==> config.mk <==
export PLATFORM = sky130hd
export DESIGN_NAME = trap_entry_seq
export DESIGN_NICKNAME = d
export VERILOG_FILES = /design/src/rtl/trap_entry_pkg.sv /design/src/rtl/trap_entry_ctrl.sv /design/src/rtl/trap_entry_dp.sv /design/src/rtl/trap_entry_seq.sv
export SDC_FILE = /design/constraint.sdc
export NUM_CORES = 2
export LEC_CHECK = 0
export ABC_AREA = 0
export BUFFER_PORTS_ARGS = -buffer_cell sky130_fd_sc_hd__buf_2
export CORE_ASPECT_RATIO = 0.6
export CORE_MARGIN = 8
export CORE_UTILIZATION = 55
export DETAILED_ROUTE_END_ITERATION = 10
export GPL_ROUTABILITY_DRIVEN = 0
export PLACE_DENSITY = 0.75
export REMOVE_ABC_BUFFERS = 1
export SYNTH_ARGS = -nofsm -noshare
export SYNTH_HDL_FRONTEND = slang
export SYNTH_SLANG_ARGS = --single-unit
==> constraint.sdc <==
create_clock -name clk -period 30.6 [get_ports clk]
set_input_delay 4.59 -clock clk [delete_from_list [all_inputs] [get_ports clk]]
set_output_delay 4.59 -clock clk [all_outputs]
set_load 0.005 [all_outputs]
==> src/rtl/trap_entry_pkg.sv <==
package trap_entry_pkg;

  typedef enum logic [1:0] {
    CLS_IVEC = 2'd0,
    CLS_MMU  = 2'd1,
    CLS_HYP  = 2'd2,
    CLS_GEN  = 2'd3
  } trapClass_t;

  typedef struct packed {
    logic       enter;
    logic       setRed;
    logic       hypForce;
    trapClass_t cls;
  } tcStrobe_t;

  localparam int PS_W     = 12;
  localparam int SAVED_W  = 40;
  localparam int TT_W     = 9;

  localparam logic [PS_W-1:0] PS_ALTG   = 12'h001;
  localparam logic [PS_W-1:0] PS_PRIVB  = 12'h004;
  localparam logic [PS_W-1:0] PS_FPEN   = 12'h010;
  localparam logic [PS_W-1:0] PS_REDB   = 12'h020;
  localparam logic [PS_W-1:0] PS_MMUG   = 12'h400;
  localparam logic [PS_W-1:0] PS_INTG   = 12'h800;
  localparam logic [PS_W-1:0] PS_SAVMSK = 12'hF3F;
  localparam logic [PS_W-1:0] PS_RESET  = 12'h014;
  localparam logic [PS_W-1:0] HS_HPRIV  = 12'h004;

  localparam logic [TT_W-1:0] TT_IVEC_C   = 9'h060;
  localparam logic [TT_W-1:0] TT_IFAULT_C = 9'h008;
  localparam logic [TT_W-1:0] TT_DFAULT_C = 9'h030;
  localparam logic [TT_W-1:0] TT_MMULO_C  = 9'h064;
  localparam logic [TT_W-1:0] TT_MMUHI_C  = 9'h06F;
  localparam logic [TT_W-1:0] TT_RTLO_C   = 9'h03E;
  localparam logic [TT_W-1:0] TT_RTHI_C   = 9'h03F;
  localparam logic [TT_W-1:0] TT_HTLO_C   = 9'h180;

  function automatic trapClass_t classifyTrap(input logic [TT_W-1:0] tt);
    if (tt == TT_IVEC_C)                              return CLS_IVEC;
    if (tt == TT_IFAULT_C || tt == TT_DFAULT_C)       return CLS_MMU;
    if (tt >= TT_MMULO_C && tt <= TT_MMUHI_C)         return CLS_MMU;
    if (tt >= TT_RTLO_C && tt <= TT_RTHI_C)           return CLS_HYP;
    if (tt >= TT_HTLO_C)                              return CLS_HYP;
    return CLS_GEN;
  endfunction

endpackage

==> src/rtl/trap_entry_ctrl.sv <==
module trap_entry_ctrl
  import trap_entry_pkg::*;
#(
  parameter int MAX_TL = 6,
  parameter int TLW    = $clog2(MAX_TL + 1)
) (
  input  logic            clk,
  input  logic            rstN,
  input  logic            trapReq,
  input  logic [TT_W-1:0] trapType,
  input  logic            hyperPresent,
  output logic [TLW-1:0]  trapLevel,
  output logic [TLW-1:0]  newTl,
  output logic            errorState,
  output tcStrobe_t       strobe
);

  localparam logic [TLW-1:0] TL_CEIL = TLW'(MAX_TL);
  localparam logic [TLW-1:0] TL_LAST = TLW'(MAX_TL - 1);
  localparam logic [TLW-1:0] TL_HFRC = TLW'(2);

  logic atCeil;

  always_comb begin
    atCeil          = (trapLevel >= TL_CEIL);
    newTl           = trapLevel + TLW'(1);
    strobe.enter    = trapReq && !atCeil;
    strobe.setRed   = (trapLevel >= TL_LAST);
    strobe.hypForce = hyperPresent && (newTl > TL_HFRC);
    strobe.cls      = classifyTrap(trapType);
  end

  always_ff @(posedge clk) begin
    if (!rstN) begin
      trapLevel  <= '0;
      errorState <= 1'b0;
    end else begin
      if (strobe.enter)       trapLevel  <= newTl;
      if (trapReq && atCeil)  errorState <= 1'b1;
    end
  end

  // a request at the ceiling raises the error flag and freezes the level
  a_r1_ceiling_error : assert property (@(posedge clk) disable iff (!rstN)
    (trapReq && trapLevel >= TL_CEIL) |=> (errorState && trapLevel == $past(trapLevel)));

  // once raised, the error flag stays high
  a_r1_error_sticky : assert property (@(posedge clk) disable iff (!rstN)
    errorState |=> errorState);

  // each accepted trap raises the level by exactly one
  a_r2_level_step : assert property (@(posedge clk) disable iff (!rstN)
    (trapReq && trapLevel < TL_CEIL) |=> (trapLevel == $past(trapLevel) + TLW'(1)));

  // level never passes the ceiling
  a_r2_level_bound : assert property (@(posedge clk) disable iff (!rstN)
    trapLevel <= TL_CEIL);

endmodule

==> src/rtl/trap_entry_dp.sv <==
module trap_entry_dp
  import trap_entry_pkg::*;
#(
  parameter int MAX_TL = 6,
  parameter int TLW    = $clog2(MAX_TL + 1),
  parameter int PC_W   = 64
) (
  input  logic               clk,
  input  logic               rstN,
  input  tcStrobe_t          strobe,
  input  logic [TLW-1:0]     newTl,
  input  logic [TT_W-1:0]    trapType,
  input  logic               hyperPresent,
  input  logic               hyperMode,
  input  logic [7:0]         ccr,
  input  logic [7:0]         asi,
  input  logic [4:0]         cwp,
  input  logic [PC_W-1:0]    curPc,
  input  logic [PC_W-1:0]    curNpc,
  input  logic [PC_W-1:0]    trapBase,
  input  logic [PC_W-1:0]    hyperBase,
  input  logic [TLW-1:0]     rdLevel,
  output logic [PS_W-1:0]    procState,
  output logic [PS_W-1:0]    hyperState,
  output logic               redirectValid,
  output logic [PC_W-1:0]    redirectPc,
  output logic [PC_W-1:0]    redirectNpc,
  output logic [SAVED_W-1:0] rdTstate,
  output logic [PC_W-1:0]    rdTpc,
  output logic [PC_W-1:0]    rdTnpc,
  output logic [TT_W-1:0]    rdTt,
  output logic [PS_W-1:0]    rdHtstate
);

  localparam int DEPTH = 1 << TLW;
  localparam logic [PC_W-1:0] HB_MASK = ~PC_W'(64'h3FFF);
  localparam logic [PC_W-1:0] TB_MASK = ~PC_W'(64'h7FFF);
  localparam logic [PC_W-1:0] TL_BIT  = PC_W'(64'h4000);

  logic [SAVED_W-1:0] tsWord [DEPTH];
  logic [PC_W-1:0]    tsPc   [DEPTH];
  logic [PC_W-1:0]    tsNpc  [DEPTH];
  logic [TT_W-1:0]    tsTt   [DEPTH];
  logic [PS_W-1:0]    tsHt   [DEPTH];

  logic [PS_W-1:0]    psRed, psNext, hpNext;
  logic [SAVED_W-1:0] savedWord;
  logic [PC_W-1:0]    ttOff, pcVec;

  // processor-state view with the reduced-reliability bit folded in
  always_comb begin
    psRed     = procState | (strobe.setRed ? PS_REDB : '0);
    savedWord = {ccr, asi, 4'b0000, psRed & PS_SAVMSK, 3'b000, cwp};
  end

  // class-dependent rewrite of the state words
  always_comb begin
    hpNext = hyperState | (strobe.hypForce ? HS_HPRIV : '0);
    psNext = psRed;
    unique case (strobe.cls)
      CLS_IVEC: if (!hyperPresent) psNext = PS_FPEN | PS_PRIVB | PS_INTG;
      CLS_MMU: begin
        if (hyperPresent) begin
          hpNext = hpNext | HS_HPRIV;
          psNext = PS_FPEN | PS_PRIVB;
        end else begin
          psNext = PS_FPEN | PS_PRIVB | PS_MMUG;
        end
      end
      CLS_HYP: hpNext = hpNext | HS_HPRIV;
      default: psNext = PS_FPEN | PS_PRIVB | PS_ALTG;
    endcase
  end

  // vector address
  always_comb begin
    ttOff = PC_W'(trapType) << 5;
    if (hyperMode) pcVec = (hyperBase & HB_MASK) | ttOff;
    else           pcVec = (trapBase & TB_MASK) | ((newTl > TLW'(1)) ? TL_BIT : '0) | ttOff;
  end

  always_ff @(posedge clk) begin
    if (!rstN) begin
      procState     <= PS_RESET;
      hyperState    <= '0;
      redirectValid <= 1'b0;
      redirectPc    <= '0;
      redirectNpc   <= '0;
    end else begin
      redirectValid <= strobe.enter;
      if (strobe.enter) begin
        procState   <= psNext;
        hyperState  <= hpNext;
        redirectPc  <= pcVec;
        redirectNpc <= pcVec + PC_W'(4);
      end
    end
  end

  // trap stack, one entry per level
  for (genvar e = 0; e < DEPTH; e++) begin : g_stack
    always_ff @(posedge clk) begin
      if (!rstN) begin
        tsWord[e] <= '0;
        tsPc[e]   <= '0;
        tsNpc[e]  <= '0;
        tsTt[e]   <= '0;
        tsHt[e]   <= '0;
      end else if (strobe.enter && newTl == TLW'(e)) begin
        tsWord[e] <= savedWord;
        tsPc[e]   <= curPc;
        tsNpc[e]  <= curNpc;
        tsTt[e]   <= trapType;
        if (hyperPresent) tsHt[e] <= hyperState;
      end
    end
  end

  always_comb begin
    rdTstate  = tsWord[rdLevel];
    rdTpc     = tsPc[rdLevel];
    rdTnpc    = tsNpc[rdLevel];
    rdTt      = tsTt[rdLevel];
    rdHtstate = tsHt[rdLevel];
  end

  // strobe follows an accepted request by exactly one cycle
  a_r11_strobe_follows : assert property (@(posedge clk) disable iff (!rstN)
    strobe.enter |=> redirectValid);

  a_r11_strobe_single : assert property (@(posedge clk) disable iff (!rstN)
    !strobe.enter |=> !redirectValid);

  // next-fetch address trails the fetch address by one word
  a_r10_npc_step : assert property (@(posedge clk) disable iff (!rstN)
    redirectValid |-> (redirectNpc == redirectPc + PC_W'(4)));

  // deep levels under a hypervisor end hyper-privileged
  a_r5_hyper_force : assert property (@(posedge clk) disable iff (!rstN)
    (strobe.enter && strobe.hypForce) |=> ((hyperState & HS_HPRIV) != '0));

  // state words hold when no trap is entered
  a_r1_state_hold : assert property (@(posedge clk) disable iff (!rstN)
    !strobe.enter |=> ($stable(procState) && $stable(hyperState)));

endmodule

==> src/rtl/trap_entry_seq.sv <==
module trap_entry_seq
  import trap_entry_pkg::*;
#(
  parameter int MAX_TL = 6,
  parameter int PC_W   = 64,
  parameter int TLW    = $clog2(MAX_TL + 1)
) (
  input  logic               clk,
  input  logic               rstN,
  input  logic               trapReq,
  input  logic [TT_W-1:0]    trapType,
  input  logic               hyperPresent,
  input  logic               hyperMode,
  input  logic [7:0]         ccr,
  input  logic [7:0]         asi,
  input  logic [4:0]         cwp,
  input  logic [PC_W-1:0]    curPc,
  input  logic [PC_W-1:0]    curNpc,
  input  logic [PC_W-1:0]    trapBase,
  input  logic [PC_W-1:0]    hyperBase,
  input  logic [TLW-1:0]     rdLevel,
  output logic [TLW-1:0]     trapLevel,
  output logic [PS_W-1:0]    procState,
  output logic [PS_W-1:0]    hyperState,
  output logic               errorState,
  output logic               redirectValid,
  output logic [PC_W-1:0]    redirectPc,
  output logic [PC_W-1:0]    redirectNpc,
  output logic [SAVED_W-1:0] rdTstate,
  output logic [PC_W-1:0]    rdTpc,
  output logic [PC_W-1:0]    rdTnpc,
  output logic [TT_W-1:0]    rdTt,
  output logic [PS_W-1:0]    rdHtstate
);

  tcStrobe_t      strobe;
  logic [TLW-1:0] newTl;

  trap_entry_ctrl #(.MAX_TL(MAX_TL), .TLW(TLW)) u_ctrl (
    .clk(clk), .rstN(rstN), .trapReq(trapReq), .trapType(trapType),
    .hyperPresent(hyperPresent), .trapLevel(trapLevel), .newTl(newTl),
    .errorState(errorState), .strobe(strobe)
  );

  trap_entry_dp #(.MAX_TL(MAX_TL), .TLW(TLW), .PC_W(PC_W)) u_dp (
    .clk(clk), .rstN(rstN), .strobe(strobe), .newTl(newTl),
    .trapType(trapType), .hyperPresent(hyperPresent), .hyperMode(hyperMode),
    .ccr(ccr), .asi(asi), .cwp(cwp), .curPc(curPc), .curNpc(curNpc),
    .trapBase(trapBase), .hyperBase(hyperBase), .rdLevel(rdLevel),
    .procState(procState), .hyperState(hyperState),
    .redirectValid(redirectValid), .redirectPc(redirectPc),
    .redirectNpc(redirectNpc), .rdTstate(rdTstate), .rdTpc(rdTpc),
    .rdTnpc(rdTnpc), .rdTt(rdTt), .rdHtstate(rdHtstate)
  );

endmodule

After elaboration in Yosys (flattened, before gate mapping)
Memories as Yosys holds them, arrays and structs flattened.
Cells that the tools add are included.
{"block": "word_totals", "register_bits": 157, "latchBits": 0, "ram_bits": 1440, "rom_bits": 0, "in_bits": 294, "out_inout_bits": 346, "elab_cells": 221, "mem_count": 5}
{"block": "classes", "n_addsub": 2, "multipliers": 0, "n_div": 0, "magnitude_cmp": 9, "eq_ne": 12, "shifts": 0, "muxes": 124, "bitwise_logic": 45, "reduce_logical": 17}
{"name": "u_dp.tsNpc", "words": 8, "width": 64, "read_ports": 1, "rd_ports_with_merged_regs": 0, "write_ports": 8, "line_no": "trap_entry_dp.sv:42", "source": "logic [PC_W-1:0] tsNpc [DEPTH];"}
{"name": "u_dp.tsPc", "words": 8, "width": 64, "read_ports": 1, "rd_ports_with_merged_regs": 0, "write_ports": 8, "line_no": "trap_entry_dp.sv:41", "source": "logic [PC_W-1:0] tsPc [DEPTH];"}
{"name": "u_dp.tsWord", "words": 8, "width": 31, "read_ports": 1, "rd_ports_with_merged_regs": 0, "write_ports": 8, "line_no": "trap_entry_dp.sv:40", "source": "logic [SAVED_W-1:0] tsWord [DEPTH];"}
{"name": "u_dp.tsHt", "words": 8, "width": 12, "read_ports": 1, "rd_ports_with_merged_regs": 0, "write_ports": 8, "line_no": "trap_entry_dp.sv:44", "source": "logic [PS_W-1:0] tsHt [DEPTH];"}
{"name": "u_dp.tsTt", "words": 8, "width": 9, "read_ports": 1, "rd_ports_with_merged_regs": 0, "write_ports": 8, "line_no": "trap_entry_dp.sv:43", "source": "logic [TT_W-1:0] tsTt [DEPTH];"}
{"cell": "$mux 64", "n": 17}
{"cell": "$mux 31", "n": 8}
{"cell": "$or 64x14->64", "n": 2}
{"cell": "$mux 12", "n": 9}
{"cell": "$mux 9", "n": 8}
{"cell": "$mux 1", "n": 65}
{"cell": "$add 64x3->64 const B", "n": 1}
{"cell": "$or 64x64->64", "n": 1}
{"cell": "$or 1x1->1", "n": 40}
{"cell": "$pmux 12 s3", "n": 1}
{"cell": "$mux 2", "n": 10}
{"cell": "$mux 15", "n": 1}
{"cell": "$logic_and 1x1->1", "n": 13}
{"cell": "$eq 3x3->1 const B", "n": 4}
{"cell": "$or 12x12->12", "n": 1}
{"cell": "$or 12x3->12", "n": 1}
{"cell": "$mux 11", "n": 1}
{"cell": "$eq 9x4->1 const B", "n": 1}
{"cell": "$eq 9x6->1 const B", "n": 1}
{"cell": "$eq 9x7->1 const B", "n": 1}
{"cell": "$ge 9x6->1 const B", "n": 1}
{"cell": "$ge 9x7->1 const B", "n": 1}
{"cell": "$ge 9x9->1 const B", "n": 1}
{"cell": "$le 9x6->1 const B", "n": 1}
{"cell": "other kinds (16)", "n": 19}

Depth between registers and ports, before layout
{"block": "depth", "ltp_word": 20, "ltp_mapped": 9, "depth_no_buf": 8}

Hierarchy
From an unflattened synthesis, not the netlist that was laid out.
{"block": "hier_totals", "cells_unflattened": 3844, "area_unflattened_um2": 63278.2}
{"mod": "trap_entry_dp", "n_inst": 1, "cells_each": 3801, "area_per_inst_um2": 62925.4, "seq_area_each_um2": 40739.1}
{"mod": "trap_entry_ctrl", "n_inst": 1, "cells_each": 43, "area_per_inst_um2": 352.8, "seq_area_each_um2": 80.1}

Least setup slack after synthesis
Ideal clock, no wire load.
{"block": "synth_path", "path_kind": "input to register", "start": "input port trapReq", "end": "memory u_dp.tsNpc[1][0] (enable)", "setup_time_ns": 0.912, "arrival_ns": 16.747, "required_time_ns": 29.688, "setup_slack_ns": 12.941, "cell_stages": 4, "n_path_buf": 2, "cell_sequence": "clkbuf_1 -> nand2_1 -> clkbuf_1 -> o21ai_0"}
{"item": "start, declared", "line_no": "trap_entry_seq.sv:10", "source": "input logic trapReq,"}
{"item": "end, declared", "line_no": "trap_entry_dp.sv:42"}

Worst setup path in the final report
{"block": "layout_path", "start": "input port rdLevel[0]", "end": "output port rdTnpc[21]"}
{"block": "layout_between", "elab_chain_cells": 1}
{"item": "start, declared", "line_no": "trap_entry_seq.sv:21", "source": "input logic [TLW-1:0] rdLevel,"}
{"item": "$mem_v2 8x64"}
{"item": "end, declared", "line_no": "trap_entry_seq.sv:31", "source": "output logic [PC_W-1:0] rdTnpc,"}
No other way between the ends.

==> run metrics <==
outcome complete, no violations; Setup Buffers After CTS 0; data required time of the critical path 26010 ps; Placement Rows 95; IO buf count 560; number of flops mapped to enable cells by yosys 1312; vias per inst 5.90; endpoint type of the worst setup path primary output; core footprint 0.112 mm2; synth warn 0; slowest stage delay, CP 840 ps; GRT overflow 0; CTS Buf Count 121; Worst Reg-to-Reg Cells 8; Seq cells post-synth 1383; final wirelength 162 mm; DRT iter0 DRCs 4388; clk_skew 20.4 ps; I/O Pins 640; Synth async-reset ratio 0; via count 35764; RSZ-0062 raised after global routing false; hold depth 1; reg2reg end u_dp.tsPc[0][27]; Peak Freq 75.1 MHz; drt pass-1 iters 8; max-slew violations 0; drt wl/cell 26.7 um; Worst Hold Class flop to flop; Pwr Density 59.1 mW/mm2; die area 0.123 mm2; share of the synthesized area in the top cell type 0.639; Setup Crit Path Kind primary input to primary output; Mapped Cells 4051; Initial Utilization 0.553; # resized after CTS 0; global-route wire length before repair 237 mm; setup tns final 0 ps; # DRC 0; final setup fails 0; Die Span X 448 um; overall die height 275 um; worst-skew pair later-pin latency 730 ps; Seq/Total Area, Yosys 0.662; gr usage total 0.258; Clock Path Buffers 3; cell area after synthesis 0.0617 mm2; count leader, synth edfxtp_1; slew at the pin with the worst max-slew slack 1170 ps; top post-synthesis cells by count edfxtp_1, nor2_1, and2_1; Clock Sinks 1383; Final min period 13310 ps; nets 4742; layout cells sized above 1 0.285; largest net degree at the start of global routing 162; max-cap violations 0; Critical Path Slowest Stage Cell buf_4; Crit Path Max Fanout 70; synth top area cells edfxtp_1, mux4_2, and2_1; crit share post-route 0.435; htree depth 3; Hold Path Sink u_dp.redirectNpc[2]; TritonCTS clock tree done; hold_buf cts 0; Worst-path clk slew 60 ps; crit start category primary input; clock root buffer clkbuf_16; headroom to the max-slew limit 0.218; Syn Area/Cell 15.2 um2; HPWL after detailed placement 88.2 mm; maximum vdd ir drop 0.0000520 V; Leak Pwr 26.0 nW; RR Startpoint u_ctrl.trapLevel[0]; R2R setup slack 25410 ps; crit path DAT 8720 ps; Final Hold Viols 0; Worst Hold Launch u_dp.redirectNpc[2]; layout overhead on the synthesized area 11.3%; crit-path cells buf_8 -> buf_4 -> buf_4 -> buf_4 -> mux4_2 -> mux2_2 -> buf_2; Fillers 8281; area leader, netlist edfxtp_1; initial antenna violation count 39; main flop type after synthesis edfxtp_1; Synth cell types 50; vias in the first global route 36347; Most Frequent Cell on Critical Path buf_4; Antenna Nets Post-Route 0; hold slack 461 ps
critical path, delay by kind of cell:
family   cells  cell delay [ps]
buf+inv      5             3060
mux          2              900
layout make-up:
cell class | count | area (um2) | area share
antenna | 20 | 50.0 | 0.000729
clock buffer | 160 | 3190 | 0.0465
clock inverter | 65 | 529 | 0.00771
inverter | 6 | 22.5 | 0.000328
multi-input combinational | 2307 | 18800 | 0.274
sequential | 1383 | 40800 | 0.595
tap | 1503 | 1880 | 0.0274
timing repair buffer | 619 | 3350 | 0.0488
cells by family after synthesis:
group                    count (synthesis)  share of synthesized area
flip-flops                            1383                      0.662
XOR/XNOR                                 3                   0.000426
multiplexers                           546                      0.159
other                                    1                  0.0000608
AND/OR/NAND/NOR                       1613                      0.126
AO/OA/AOI/OAI                           85                     0.0120
adder cells (fa/ha/maj)                 10                    0.00203
buffers and inverters                  410                     0.0386
layout by cell type, fill, tap and decap left out, types with 3 or more instances in the layout:
cell,count
edfxtp_1,1312
nor2_1,666
and2_1,646
buf_2,556
mux4_2,328
nand2_1,247
mux2_2,164
clkbuf_16,121
dfxtp_1,71
buf_4,54
mux2i_1,53
conb_1,50
o211a_1,49
clkbuf_1,37
clkinv_1,27
diode_2,20
clkinv_2,18
nor3_1,12
a21boi_0,10
ha_1,10
nand3_1,7
bufinv_16,7
inv_1,6
inv_6,6
o21ai_0,5
nand4_1,5
nand2_4,5
buf_12,5
nor4_1,4
nand3_4,4
nor2_4,4
clkinvlp_4,4
xnor2_1,3
o21ai_4,3
a21oi_1,3
clkbuf_8,3
buf_8,3
stage by stage:
| stage | setup WS (ps) | power (mW) | area [um2] | cells | utilization |
|---|---|---|---|---|---|
| floorplan | 13360 | 2.45 | 59500 | 3696 | - |
| global placement | 17140 | 2.61 | 64900 | 5818 | 0.581 |
| detailed placement | 17130 | 2.62 | 64900 | 5818 | 0.581 |
| CTS | 17130 | 4.08 | 68600 | 6043 | 0.614 |
| global route | 16880 | 4.18 | 68600 | 6054 | 0.615 |
| finish | 17290 | 4.06 | 68600 | 6063 | 0.615 |
report_power, final:
| part | total (mW) | internal (mW) | leakage (nW) | switching (mW) |
|---|---|---|---|---|
| Clock | 1.48 | 0.794 | 1.81 | 0.686 |
| Combinational | 0.373 | 0.152 | 9.99 | 0.221 |
| Sequential | 2.20 | 2.17 | 14.2 | 0.0302 |
| Total | 4.06 | 3.12 | 26.0 | 0.937 |
routing by layer:
metal / routed length [um] / GRT usage / up-vias
li1: - / - / 15441
met1: 66100 / 0.368 / 18390
met2: 77700 / 0.413 / 1669
met3: 14400 / 0.0541 / 234
met4: 3170 / 0.0577 / 30
met5: 187 / 0 / -
how the worst max path moves through the flow:
stage	start	endpoint	slack (ps)
after global placement	rdLevel[0]	rdTpc[9]	17140
after floorplan	trapReq	u_dp.tsNpc[1][0]	13360
final	rdLevel[0]	rdTnpc[21]	17290
after global routing	rdLevel[0]	rdTpc[21]	16880
after CTS	rdLevel[0]	rdTpc[9]	17130
after detailed placement	rdLevel[0]	rdTpc[9]	17130
sequential cells by signal, indices dropped and copies added, names as in the netlist:
| signal | cells |
|---|---|
| u_ctrl.errorState | 1 |
| u_ctrl.trapLevel | 3 |
| u_dp.hyperState | 1 |
| u_dp.procState | 5 |
| u_dp.redirectNpc | 2 |
| u_dp.redirectPc | 58 |
| u_dp.redirectValid | 1 |
| u_dp.tsHt | 8 |
| u_dp.tsNpc | 512 |
| u_dp.tsPc | 512 |
| u_dp.tsTt | 72 |
| u_dp.tsWord | 208 |
Power figures use the tool's default switching activity.
